===== config.mk =====
export PLATFORM = sky130hd
export DESIGN_NAME = pdw_wake_irq
export DESIGN_NICKNAME = d
export VERILOG_FILES = /design/src/rtl/pdw_pkg.sv /design/src/rtl/pdw_edge_sync.sv /design/src/rtl/pdw_wake_fsm.sv /design/src/rtl/pdw_irq_flags.sv /design/src/rtl/pdw_wake_irq.sv
export SDC_FILE = /design/constraint.sdc
export NUM_CORES = 1
export LEC_CHECK = 0
export BUFFER_PORTS_ARGS = -buffer_cell sky130_fd_sc_hd__clkbuf_2
export CORE_MARGIN = 2
export CORE_UTILIZATION = 56
export DETAILED_ROUTE_END_ITERATION = 7
export PLACE_DENSITY_LB_ADDON = 0.2
export SKIP_LAST_GASP = 1
export SLEW_MARGIN = 40
export SYNTH_ARGS = -nofsm -noshare
export SYNTH_HDL_FRONTEND = slang
export SYNTH_SLANG_ARGS = --single-unit

===== constraint.sdc =====
create_clock -name clk -period 3.2 [get_ports clk]
set_clock_uncertainty 0.1 [all_clocks]
set_input_delay 0.96 -clock clk [delete_from_list [all_inputs] [get_ports clk]]
set_output_delay 0.96 -clock clk [all_outputs]
set_load 0.005 [all_outputs]

===== src/rtl/pdw_pkg.sv =====
package pdw_pkg;
    typedef enum logic [1:0] {
        PW_RUN     = 2'd0,
        PW_DOWN    = 2'd1,
        PW_RESTART = 2'd2
    } pw_state_e;

    localparam int CHR_TBE = 0;
    localparam int CHR_RBF = 1;
endpackage


===== src/rtl/pdw_edge_sync.sv =====
// Two-stage synchroniser plus change detector. The top bit of the vector is
// the select line, whose level and falling edge are reported separately.
module pdw_edge_sync #(
    parameter int         W       = 4,
    parameter logic [W-1:0] RST_VAL = '0
) (
    input  logic         clk,
    input  logic         rst_n,
    input  logic [W-1:0] raw,
    output logic [W-2:0] chg,
    output logic         msb_lvl,
    output logic         msb_fall
);
    typedef struct packed {
        logic [W-1:0] s1;
        logic [W-1:0] s2;
        logic [W-1:0] s3;
    } sync_t;

    sync_t st_d, st_q;

    always_comb begin
        st_d    = st_q;
        st_d.s1 = raw;
        st_d.s2 = st_q.s1;
        st_d.s3 = st_q.s2;
    end

    always_ff @(posedge clk or negedge rst_n) begin
        if (!rst_n) begin
            st_q <= '{s1: RST_VAL, s2: RST_VAL, s3: RST_VAL};
        end else begin
            st_q <= st_d;
        end
    end

    assign chg      = st_q.s2[W-2:0] ^ st_q.s3[W-2:0];
    assign msb_lvl  = st_q.s2[W-1];
    assign msb_fall = st_q.s3[W-1] & ~st_q.s2[W-1];
endmodule


===== src/rtl/pdw_wake_fsm.sv =====
module pdw_wake_fsm
    import pdw_pkg::*;
#(
    parameter int RESTART_CYC = 16
) (
    input  logic clk,
    input  logic rst_n,
    input  logic pdwn_req,
    input  logic evt_wake,
    input  logic cs_lvl,
    input  logic cs_fall,
    output logic osc_en,
    output logic locked,
    output logic wake_done
);
    localparam int CW = $clog2(RESTART_CYC + 1);

    typedef struct packed {
        pw_state_e     state;
        logic          pd_prev;
        logic [CW-1:0] cnt;
    } fsm_t;

    fsm_t st_d, st_q;

    always_comb begin
        st_d         = st_q;
        st_d.pd_prev = pdwn_req;
        wake_done    = 1'b0;
        case (st_q.state)
            PW_RUN: begin
                if (pdwn_req && !st_q.pd_prev) begin
                    st_d.state = PW_DOWN;
                end
            end
            PW_DOWN: begin
                if (evt_wake || cs_fall || (!pdwn_req && !cs_lvl)) begin
                    st_d.state = PW_RESTART;
                    st_d.cnt   = CW'(RESTART_CYC - 1);
                end
            end
            PW_RESTART: begin
                if (st_q.cnt == '0) begin
                    st_d.state = PW_RUN;
                    wake_done  = 1'b1;
                end else begin
                    st_d.cnt = st_q.cnt - 1'b1;
                end
            end
            default: st_d.state = PW_RUN;
        endcase
    end

    always_ff @(posedge clk or negedge rst_n) begin
        if (!rst_n) begin
            st_q <= '{state: PW_RUN, pd_prev: 1'b0, cnt: '0};
        end else begin
            st_q <= st_d;
        end
    end

    assign osc_en = (st_q.state != PW_DOWN);
    assign locked = (st_q.state != PW_RUN);
endmodule


===== src/rtl/pdw_irq_flags.sv =====
module pdw_irq_flags
    import pdw_pkg::*;
#(
    parameter int NCARD = 2
) (
    input  logic             clk,
    input  logic             rst_n,
    input  logic [NCARD-1:0] card_chg,
    input  logic             aux_chg,
    input  logic             tbe_evt,
    input  logic             rbf_evt,
    input  logic             hsr_rd,
    input  logic             chr_rd,
    input  logic             wake_done,
    input  logic             running,
    input  logic             aux_mask,
    input  logic             chr_mask,
    output logic [NCARD-1:0] card_flags,
    output logic             aux_flag,
    output logic [1:0]       chr_flags,
    output logic             wake_pend,
    output logic             irq_n
);
    typedef struct packed {
        logic [NCARD-1:0] card;
        logic             aux;
        logic [1:0]       chr;
        logic             wake;
    } flg_t;

    flg_t st_d, st_q;
    logic [1:0] chr_set;

    always_comb begin
        chr_set          = '0;
        chr_set[CHR_TBE] = tbe_evt;
        chr_set[CHR_RBF] = rbf_evt;
    end

    always_comb begin
        st_d = st_q;
        for (int i = 0; i < NCARD; i++) begin
            st_d.card[i] = (st_q.card[i] & ~hsr_rd) | card_chg[i];
        end
        st_d.aux  = (st_q.aux & ~hsr_rd) | aux_chg;
        st_d.wake = (st_q.wake & ~hsr_rd) | wake_done;
        st_d.chr  = (st_q.chr & ~{2{chr_rd}}) | chr_set;
    end

    always_ff @(posedge clk or negedge rst_n) begin
        if (!rst_n) begin
            st_q <= '0;
        end else begin
            st_q <= st_d;
        end
    end

    assign card_flags = st_q.card;
    assign aux_flag   = st_q.aux;
    assign chr_flags  = st_q.chr;
    assign wake_pend  = st_q.wake;
    assign irq_n      = ~(running & ((|st_q.card)
                                   | (st_q.aux & ~aux_mask)
                                   | ((|st_q.chr) & ~chr_mask)
                                   | st_q.wake));
endmodule


===== src/rtl/pdw_wake_irq.sv =====
module pdw_wake_irq
    import pdw_pkg::*;
#(
    parameter int NCARD       = 2,
    parameter int RESTART_CYC = 16,
    parameter int SELW        = (NCARD > 1) ? $clog2(NCARD) : 1
) (
    input  logic             clk,
    input  logic             rst_n,
    input  logic             pdwn_req,
    input  logic [NCARD-1:0] card_det,
    input  logic             cs_n,
    input  logic             aux_pin,
    input  logic             aux_mask,
    input  logic             chr_mask,
    input  logic             tbe_evt,
    input  logic             rbf_evt,
    input  logic             hsr_rd,
    input  logic             chr_rd,
    input  logic             sel_req,
    input  logic [SELW-1:0]  sel_idx,
    output logic             osc_en,
    output logic             sel_lock,
    output logic [SELW-1:0]  sel_card,
    output logic [NCARD:0]   hsr_flags,
    output logic [1:0]       chr_flags,
    output logic             irq_n
);
    localparam int SW = NCARD + 2;
    localparam logic [SW-1:0] SYNC_RST = {1'b1, {(SW-1){1'b0}}};

    logic [SW-2:0]    pin_chg;
    logic             cs_lvl;
    logic             cs_fall;
    logic             wake_done;
    logic             wake_pend;
    logic [NCARD-1:0] card_flags;
    logic             aux_flag;

    pdw_edge_sync #(
        .W       (SW),
        .RST_VAL (SYNC_RST)
    ) u_sync (
        .clk      (clk),
        .rst_n    (rst_n),
        .raw      ({cs_n, aux_pin, card_det}),
        .chg      (pin_chg),
        .msb_lvl  (cs_lvl),
        .msb_fall (cs_fall)
    );

    pdw_wake_fsm #(
        .RESTART_CYC (RESTART_CYC)
    ) u_fsm (
        .clk       (clk),
        .rst_n     (rst_n),
        .pdwn_req  (pdwn_req),
        .evt_wake  (|pin_chg),
        .cs_lvl    (cs_lvl),
        .cs_fall   (cs_fall),
        .osc_en    (osc_en),
        .locked    (sel_lock),
        .wake_done (wake_done)
    );

    pdw_irq_flags #(
        .NCARD (NCARD)
    ) u_flags (
        .clk        (clk),
        .rst_n      (rst_n),
        .card_chg   (pin_chg[NCARD-1:0]),
        .aux_chg    (pin_chg[NCARD]),
        .tbe_evt    (tbe_evt),
        .rbf_evt    (rbf_evt),
        .hsr_rd     (hsr_rd),
        .chr_rd     (chr_rd),
        .wake_done  (wake_done),
        .running    (~sel_lock),
        .aux_mask   (aux_mask),
        .chr_mask   (chr_mask),
        .card_flags (card_flags),
        .aux_flag   (aux_flag),
        .chr_flags  (chr_flags),
        .wake_pend  (wake_pend),
        .irq_n      (irq_n)
    );

    assign hsr_flags = {aux_flag, card_flags};

    // Slot selection register, frozen while not running.
    typedef struct packed {
        logic [SELW-1:0] sel;
    } sel_t;

    sel_t sel_d, sel_q;

    always_comb begin
        sel_d = sel_q;
        if (sel_req && !sel_lock) begin
            sel_d.sel = sel_idx;
        end
    end

    always_ff @(posedge clk or negedge rst_n) begin
        if (!rst_n) begin
            sel_q <= '0;
        end else begin
            sel_q <= sel_d;
        end
    end

    assign sel_card = sel_q.sel;
endmodule


==> results of run 1 <==
worst max-delay path by stage:
stage | startpoint | end | cells after the start
final | chr_mask | irq_n | 4
after global routing | chr_mask | irq_n | 4
after CTS | aux_mask | irq_n | 4
after detailed placement | aux_mask | irq_n | 4
after global placement | chr_mask | irq_n | 4
after floorplan | chr_mask | irq_n | 2
power by group:
group	switching, mW	internal (mW)	total (mW)	leakage [nW]
combinational	0.166	0.155	0.321	0.338
sequential	0.0316	0.384	0.415	0.302
clock	0.0951	0.0489	0.144	0.0150
total	0.293	0.587	0.880	0.656
sequential cells by signal (all words and copies together), names as in the netlist, 2 cells and up:
signal,cells
u_flags.card_flags,2
u_flags.chr_flags,2
u_sync.st_d,7
u_sync.st_q,4
u_fsm.st_q,8
final cells by class:
cell class,instances,area (um2)
flip-flops and latches,27,679.4
fillers,143,639.4
multi-input cells,48,427.9
repair buffers,23,115.1
inverters,16,60.06
well taps,27,33.78
clock buffers,4,26.28
critical path, cell delays in order:
cell and delay, ps:
clkbuf_2 80, o221ai_1 100, o21ai_0 150, clkbuf_2 130
cell usage in the layout (no fill, tap or decap), drive strengths merged, types with 3 or more instances in the layout:
cell type | netlist | routed
clkbuf | 1 | 27
dfrtp | 24 | 24
inv | 16 | 16
nand2 | 7 | 7
o21ai | 6 | 6
ha | 5 | 5
mux2 | 4 | 4
xnor2 | 3 | 3
nor2 | 3 | 3
dfstp | 3 | 3
stage by stage:
| stage | util, % | cells | cell area (um2) | hold slack, ps | power (mW) |
|---|---|---|---|---|---|
| CTS | 67.74 | 145 | 1343 | 265.0 | 0.8907 |
| global route | 67.74 | 145 | 1343 | 276.3 | 0.9460 |
| detailed placement | 66.41 | 141 | 1316 | 236.5 | 0.7430 |
| finish | 67.74 | 145 | 1343 | 263.0 | 0.8805 |
| floorplan | - | 93 | 1180 | 231.2 | 0.6475 |
| global placement | 66.41 | 141 | 1316 | 241.1 | 0.7295 |
metal layers:
layer | GRT usage [%] | routed length (um) | share of wire (%) | vias up
met1 | 20.93 | 799 | 43 | 356
met3 | 3.636 | 49 | 2.6 | 2
li1 | - | - | - | 359
met4 | 8.333 | 14 | 0.75 | 0
met5 | 0 | 0 | 0 | -
met2 | 31.33 | 995 | 54 | 9
cells by family (layout without fill, tap and decap cells):
family	after synthesis	count (layout)	share of synthesized area, %
AO/OA/AOI/OAI	19	19	13.15
XOR/XNOR	3	3	4.136
adder cells (fa/ha/maj)	5	5	5.302
buffers and inverters	18	43	6.151
flip-flops	27	27	57.58
multiplexers	5	5	5.620
AND/OR/NAND/NOR	16	16	8.059
==> flow_metrics.py, run 1 <==
metrics = {
    "detailed_routing": {
        "wl_per_cell_um": 12.82,
        "drtPass1Iterations": 2,
        "dr.first_iter.drc_count": 1,
        "drc": 0,
        "viasPerCell": 5.007,
        "num_vias": 726,
        "wl_um": 1859,
        "ant_nets": 0,
    },
    "setup_path": {
        "r2r_slack_ps": 1370,
        "r2r-start": "u_fsm.st_q[0]",
        "cp-start-kind": "input port",
        "worstPathArrival_ps": 1410,
        "rr_worst_depth": 6,
        "endpoint_kind": "output pin",
        "crit_type": "input port to output pin",
        "r2r_end": "u_fsm.st_q[0]",
        "crit_fanout": 1,
        "cp.required_ps": 2140,
    },
    "clock_network": {
        "post_cts_resize_count": 0,
        "clockBufferDepth": 2,
        "path_clk_slew_ps": 130,
        "post_cts_buffers": 0,
        "cts_hold_buf": 0,
        "htreeDepth": 1,
        "cts.sinks": 27,
        "cts_buffers": 3,
        "cts_tree": "done",
        "root_buffer": "clkbuf_4",
        "worst_skew_pair.late_latency_ps": 320,
    },
    "logic_synthesis": {
        "yosys.area.top_type_share_pct": 50.90,
        "synth_warnings": 0,
        "synthArstFlopShare_pct": 100.0,
        "syn_area_per_cell_um2": 12.69,
        "syn_area_um2": 1180,
        "ys.flop_type": "dfrtp_1",
        "yosysMostFrequentCell": "dfrtp_1",
        "yosysUniqueCellTypes": 31,
        "synth_nets": 113,
        "synthTopCellsByArea": "dfrtp_1 (51%), dfstp_2 (6.7%), ha_1 (5.3%)",
        "ys_seq_elements": 27,
        "yosys-top-cells-count": "dfrtp_1 (24), inv_1 (16), nand2_1 (6), o21ai_0 (6), ha_1 (5)",
        "syn_inst": 93,
        "synth_edf_count": 0,
        "ys_seq_area_share_pct": 57.58,
        "synth_area_leader_cell": "dfrtp_1",
    },
    "timing": {
        "rsz0062_at_grt": "no",
        "slew_viol_final": 0,
        "finalSetupViolations": 0,
        "timing.final.crit_share_pct": 77.29,
        "fmax_ghz": 0.4043,
        "setup_slack_ps": 726.9,
        "hold_violations": 0,
        "fin_crit_ps": 2473,
        "tightest_slew_ps": 625.4,
        "slew_headroom_pct": 58.30,
        "fin_setup_tns_ps": 0,
    },
    "cells_and_area": {
        "area_growth_pct": 13.79,
        "finalNetCount": 139,
        "drive_above_1_share_pct": 36.44,
        "num_antenna_cells": 0,
    },
    "global_routing": {
        "grt_pass1_vias": 744,
        "grt_use_total_pct": 17.91,
        "grt_first_pass_wirelength_um": 3256,
        "grt_max_degree": 28,
        "antenna_found_initial": 0,
        "overflow": 0,
    },
    "floorplan": {
        "initial_core_util_pct": 59.53,
        "rows": 16,
        "die_w_um": 49.90,
        "die_area_um2": 2490,
        "ios": 24,
        "core-area_um2": 1982,
        "fp.dieH_um": 49.90,
    },
    "pwr": {
        "vdd_drop_max_mv": 0.4333,
        "p_leak_nw": 0.6556,
        "power_density_nw_per_um2": 655.8,
    },
    "outcome": {
        "status": "finished clean",
    },
    "flow_run": {
        "maxCapViolCount": 0,
    },
    "placement": {
        "dp_slack_ps": 715.8,
        "numPortBuffers": 23,
        "post-dp-hpwl_um": 1394,
        "gp_congestion": 0.7601,
    },
    "worst_hold_path": {
        "whs_path_depth": 0,
        "hold_start": "u_sync.st_d[6]",
        "min_to": "u_sync.st_d[2]",
        "hold_path_class": "flop to flop",
    },
}
No activity file was read; power rests on OpenSTA's default activity.
==> run 2, diff against run 1 <==
--- a/config.mk
+++ b/config.mk
@@ -5,9 +5,10 @@
 export SDC_FILE = /design/constraint.sdc
 export NUM_CORES = 1
 export LEC_CHECK = 0
+export ABC_AREA = 1
 export BUFFER_PORTS_ARGS = -buffer_cell sky130_fd_sc_hd__clkbuf_2
 export CORE_MARGIN = 2
-export CORE_UTILIZATION = 56
+export CORE_UTILIZATION = 52
 export DETAILED_ROUTE_END_ITERATION = 7
 export PLACE_DENSITY_LB_ADDON = 0.2
 export SKIP_LAST_GASP = 1
==> constraint.sdc (replaced) <==
create_clock -name clk -period 2.5 [get_ports clk]
set_clock_uncertainty 0.1 [all_clocks]
set_input_delay 0.75 -clock clk [delete_from_list [all_inputs] [get_ports clk]]
set_output_delay 0.75 -clock clk [all_outputs]
set_load 0.005 [all_outputs]
==> run 2 against run 1 <==
Against the previous run: clock power rose by 38%; synthesized area rose by 0.11%; utilization down 5.3 points; register-to-register slack worse by 470 ps.
==> flow_metrics.py, run 2 <==
metrics = {
    "outcome": {
        "status": "finished clean",
    },
    "detailed_routing": {
        "viasPerCell": 4.916,
        "drc": 0,
        "ant_nets": 0,
        "wl_um": 2104,
        "wl_per_cell_um": 11.82,
        "dr.first_iter.drc_count": 17,
        "num_vias": 875,
        "drtPass1Iterations": 4,
    },
    "cells_and_area": {
        "area_growth_pct": 14.72,
        "largest-register": "u_fsm.st_q",
        "most-common-layout-cells": "nand2_1 (32), dfrtp_1 (24), inv_1 (23), clkbuf_2 (23), nand3_1 (12)",
        "final_common_cell": "nand2_1",
        "num_antenna_cells": 0,
        "drive_above_1_share_pct": 25.33,
        "finalNetCount": 171,
        "largest_reg_flops": 8,
    },
    "timing": {
        "slew_headroom_pct": 55.86,
        "fin_crit_ps": 2190,
        "finalSetupViolations": 0,
        "setup_slack_ps": 309.7,
        "tightest_slew_ps": 662.1,
        "slew_viol_final": 0,
        "rsz0062_at_grt": "no",
        "fin_setup_tns_ps": 0,
        "fmax_ghz": 0.4566,
        "hold_violations": 0,
        "timing.final.crit_share_pct": 87.61,
    },
    "pwr": {
        "p_leak_nw": 0.7446,
        "combPwrFrac_pct": 38.8,
        "power.internal_mw": 0.7777,
        "switching_share_pct": 39.10,
        "power_frac_seq_pct": 45.6,
        "vdd_drop_max_mv": 0.6085,
        "power_density_nw_per_um2": 942.3,
        "clockPowerShare_pct": 15.6,
        "switchingPower_mw": 0.4992,
    },
    "global_routing": {
        "overflow": 0,
        "grt_util_met1_pct": 21.11,
        "antenna_found_initial": 0,
        "use_met2_pct": 34.40,
        "met3_usage_pct": 5.172,
        "grt_first_pass_wirelength_um": 3629,
        "grt_use_total_pct": 18.92,
        "grt_max_degree": 28,
        "grt-busiest-layer": "met2",
        "grt_pass1_vias": 881,
    },
    "setup_path": {
        "rr_worst_depth": 8,
        "r2r-start": "u_fsm.st_q[6]",
        "crit_path_end": "irq_n",
        "crit_fanout": 3,
        "cp.required_ps": 1650,
        "r2r_end": "u_fsm.st_q[1]",
        "crit_type": "flop to output pin",
        "r2r_slack_ps": 900,
        "worstPathArrival_ps": 1340,
        "crit_start": "u_flags.card_flags[1]",
        "endpoint_kind": "output pin",
        "cp-start-kind": "flop",
    },
    "placement": {
        "dp_slack_ps": 415.5,
        "gp_congestion": 0.7740,
        "numPortBuffers": 23,
        "post-dp-hpwl_um": 1580,
    },
    "logic_synthesis": {
        "yosysUniqueCellTypes": 22,
        "ys_seq_area_share_pct": 57.52,
        "synth_area_leader_cell": "dfrtp_1",
        "synth_edf_count": 0,
        "syn_inst": 124,
        "synthArstFlopShare_pct": 100.0,
        "synthTopCellsByArea": "dfrtp_1 (51%), nand2_1 (10%), inv_1 (7.3%)",
        "synth_warnings": 0,
        "ys.flop_type": "dfrtp_1",
        "synth_nets": 144,
        "yosysMostFrequentCell": "nand2_1",
        "syn_area_per_cell_um2": 9.525,
        "yosys-top-cells-count": "nand2_1 (32), dfrtp_1 (24), inv_1 (23)",
        "syn_area_um2": 1181,
        "yosys.area.top_type_share_pct": 50.85,
        "ys_seq_elements": 27,
    },
    "floorplan": {
        "core-area_um2": 2170,
        "ios": 24,
        "fp.dieH_um": 51.66,
        "initial_core_util_pct": 54.44,
        "rows": 17,
        "die_area_um2": 2669,
        "die_w_um": 51.66,
    },
    "clock_network": {
        "cts_buffers": 3,
        "cts.sinks": 27,
        "cts_tree": "done",
        "htreeDepth": 1,
        "post_cts_resize_count": 0,
        "path_clk_slew_ps": 160,
        "cts_hold_buf": 0,
        "worst_skew_pair.late_latency_ps": 330,
        "clockBufferDepth": 2,
        "post_cts_buffers": 0,
        "root_buffer": "clkbuf_4",
    },
    "flow_run": {
        "maxCapViolCount": 0,
    },
    "worst_hold_path": {
        "hold_path_class": "flop to flop",
    },
}
-- run 2: changes by cell type after synthesis, sizes merged, moves of 2 or more --
cell and delta:
xnor2 -3, a21o -2, nand2 +27, nand3 +11, inv +8, nor2 +2
mux2 -4, a21oi +3, o211ai +2, o21ai -5, o21bai +2
-- run 2: kinds of logic after synthesis --
logic type	synth area share, %
AND/OR/NAND/NOR	22.03
flip-flops	57.52
AO/OA/AOI/OAI	6.885
buffers and inverters	8.262
adder cells (fa/ha/maj)	5.297
-- run 2: layer usage --
metal / routed length [um] / share of wire [%]
met5: 0 / 0
met4: 25 / 1.2
met3: 95 / 4.5
met2: 1023 / 49
met1: 960 / 46
-- run 2: how the worst min path moves through the flow --
stage | startpoint | endpoint | depth (start not counted)
2_1_floorplan | u_sync.st_d[4] | u_sync.st_d[0] | 0
3_3_place_gp | u_sync.st_d[5] | u_sync.st_d[1] | 0
4_1_cts | u_sync.st_d[7] | u_sync.msb_lvl | 0
5_1_grt | u_sync.st_d[7] | u_sync.msb_lvl | 0
3_5_place_dp | u_sync.st_d[4] | u_sync.st_d[0] | 0
6_report | u_sync.st_d[7] | u_sync.msb_lvl | 0
-- run 2: critical path, cell delays in order (launching register included) --
cell and delay (ps):
dfrtp_1 420, nor3_1 220, o221ai_1 170, nand2_1 90, clkbuf_2 100
-- run 2: stage by stage --
step                      cell area [um2]  instances  util, %  hold WS, ps  total power [mW]
after floorplan                      1181        124        -        231.2            0.9328
after global placement               1324        174    61.02        234.6             1.053
after detailed placement             1324        174    61.02        240.4             1.086
after CTS                            1355        178    62.46        269.3             1.288
after global routing                 1355        178    62.46        276.9             1.394
final                                1355        178    62.46        268.5             1.277
-- run 2: final cells by class --
type,instances,area [um2]
flip-flops and latches,27,679.4
clock inverters,1,8.758
repair buffers,23,115.1
well taps,28,35.03
multi-input cells,72,404.1
clock buffers,3,22.52
fillers,176,814.5
inverters,24,90.09
-- run 2: power groups by stage --
stage               logic, mW  clock network (mW)  registers (mW)
finish                  0.496               0.199           0.582
detailed placement      0.497                   0           0.589
global route            0.576               0.225           0.593
CTS                     0.500               0.208           0.580
global placement        0.470                   0           0.582
floorplan               0.357                   0           0.576
==> run 3, diff against run 2 <==
--- a/config.mk
+++ b/config.mk
@@ -7,9 +7,12 @@
 export LEC_CHECK = 0
 export ABC_AREA = 1
 export BUFFER_PORTS_ARGS = -buffer_cell sky130_fd_sc_hd__clkbuf_2
+export CELL_PAD_IN_SITES_DETAIL_PLACEMENT = 0
+export CELL_PAD_IN_SITES_GLOBAL_PLACEMENT = 2
 export CORE_MARGIN = 2
-export CORE_UTILIZATION = 52
+export CORE_UTILIZATION = 32
 export DETAILED_ROUTE_END_ITERATION = 7
+export GPL_TIMING_DRIVEN = 0
 export PLACE_DENSITY_LB_ADDON = 0.2
 export SKIP_LAST_GASP = 1
 export SLEW_MARGIN = 40
==> run 3 against run 2 <==
Against the previous run: routed wire length is 0.38% higher; critical path type unchanged; hold slack lost 11 ps; largest power group unchanged; largest cell class unchanged; clock power up 32%.
==> flow_metrics.py, run 3 (same netlist as run 2, synthesis figures left out) <==
metrics = {
    "cells_and_area": {
        "final_common_cell": "nand2_1",
        "finalNetCount": 172,
        "area_growth_pct": 19.07,
        "nFillCells": 374,
        "largest_reg_flops": 8,
        "drive_above_1_share_pct": 25.83,
        "multiInputGateArea_um2": 404.1,
        "num_antenna_cells": 0,
        "most-common-layout-cells": "nand2_1 (32), dfrtp_1 (24), inv_1 (23), clkbuf_2 (23), nand3_1 (12)",
        "postLayoutCellArea_um2": 1406,
        "largest-register": "u_fsm.st_q",
        "regArea_um2": 679.4,
    },
    "setup_path": {
        "cp_slowest_cell": "dfrtp_1",
        "critical-path-max-stage-delay_ps": 410,
        "crit_fanout": 3,
        "r2r_end": "u_fsm.st_q[2]",
        "cp.required_ps": 1650,
        "worstPathArrival_ps": 1240,
        "endpoint_kind": "output pin",
        "cp-start-kind": "flop",
        "r2r_slack_ps": 910,
        "crit_type": "flop to output pin",
        "path_buf_inv": 1,
        "critical_path.cell_chain": "nor3_1 -> o221ai_1 -> nand2_1 -> clkbuf_2",
        "crit_family": "flip-flops",
        "r2r-start": "u_fsm.st_q[6]",
        "rr_worst_depth": 8,
    },
    "worst_hold_path": {
        "hold_path_class": "flop to flop",
        "whs_path_depth": 0,
        "min_to": "u_sync.msb_lvl",
        "hold_start": "u_sync.st_d[7]",
    },
    "detailed_routing": {
        "drc": 0,
        "wl_um": 2112,
        "viasPerCell": 4.246,
        "dr.first_iter.drc_count": 28,
        "drtPass1Iterations": 2,
        "num_vias": 845,
        "wl_per_cell_um": 10.61,
        "ant_nets": 0,
    },
    "timing": {
        "fin_setup_tns_ps": 0,
        "rsz0062_at_grt": "no",
        "tightest_slew_ps": 675.2,
        "fin_crit_ps": 2091,
        "fmax_ghz": 0.4782,
        "slew_headroom_pct": 54.99,
        "hold_violations": 0,
        "finalSetupViolations": 0,
        "whs_ps": 257.8,
        "slew_viol_final": 0,
        "timing.final.crit_share_pct": 83.64,
    },
    "clock_network": {
        "cts_tree": "done",
        "cts.sinks": 27,
        "worst_skew_pair.late_latency_ps": 270,
        "post_cts_resize_count": 0,
        "clockBufferDepth": 2,
        "root_buffer": "clkbuf_8",
        "path_clk_slew_ps": 100,
        "post_cts_buffers": 0,
        "cts_hold_buf": 0,
        "htreeDepth": 1,
        "cts_buffers": 3,
    },
    "placement": {
        "gp_congestion": 0.7249,
        "place_area_um2": 1356,
        "post-dp-hpwl_um": 1579,
        "numPortBuffers": 23,
    },
    "global_routing": {
        "grt_use_total_pct": 12.14,
        "grt_max_degree": 28,
        "antenna_found_initial": 0,
        "grt_pass1_vias": 909,
        "overflow": 0,
        "grt_first_pass_wirelength_um": 3995,
    },
    "pwr": {
        "vdd_drop_max_mv": 0.3466,
        "p_leak_nw": 0.7570,
        "power_density_nw_per_um2": 945.9,
        "p_total_mw": 1.330,
    },
    "flow_run": {
        "maxCapViolCount": 0,
    },
    "floorplan": {
        "ios": 24,
        "die_area_um2": 4193,
        "initial_core_util_pct": 32.76,
        "fp.dieH_um": 64.76,
        "rows": 22,
        "core-area_um2": 3606,
        "die_w_um": 64.76,
    },
    "outcome": {
        "status": "finished clean",
    },
}
-- run 3: where the power goes --
group / total (mW) / internal, mW / switching, mW
Combinational: 0.489 / 0.197 / 0.292
Clock: 0.262 / 0.117 / 0.145
Sequential: 0.580 / 0.518 / 0.0619
-- run 3: worst max path at each step --
stage / startpoint / cells past startpoint / end
after floorplan: aux_mask / 2 / irq_n
after global placement: aux_mask / 4 / irq_n
after detailed placement: aux_mask / 4 / irq_n
after CTS: u_flags.card_flags[1] / 4 / irq_n
after global routing: u_flags.card_flags[1] / 4 / irq_n
final: u_flags.card_flags[1] / 4 / irq_n
-- run 3: final cells by class --
cell class | instances | share of cell area [%]
sequential | 27 | 48.31
multi-input combinational | 72 | 28.74
timing repair buffer | 23 | 8.185
inverter | 24 | 6.406
tap | 48 | 4.270
clock buffer | 3 | 2.936
clock inverter | 1 | 0.6228
buffer | 1 | 0.5338
-- run 3: through the flow --
step | setup slack (ps) | util (%) | cells
6_report | 409.0 | 39.00 | 199
4_1_cts | 376.0 | 39.00 | 199
3_5_place_dp | 457.2 | 37.61 | 195
5_1_grt | 304.4 | 39.00 | 199
2_1_floorplan | 659.7 | - | 124
3_3_place_gp | 458.1 | 37.61 | 195
-- run 3: per-layer routing --
metal  wire (um)  global-route usage (%)
met1        1033                   16.32
met2         985                   19.85
met3          93                   2.083
met4           0                   3.989
met5           0                       0
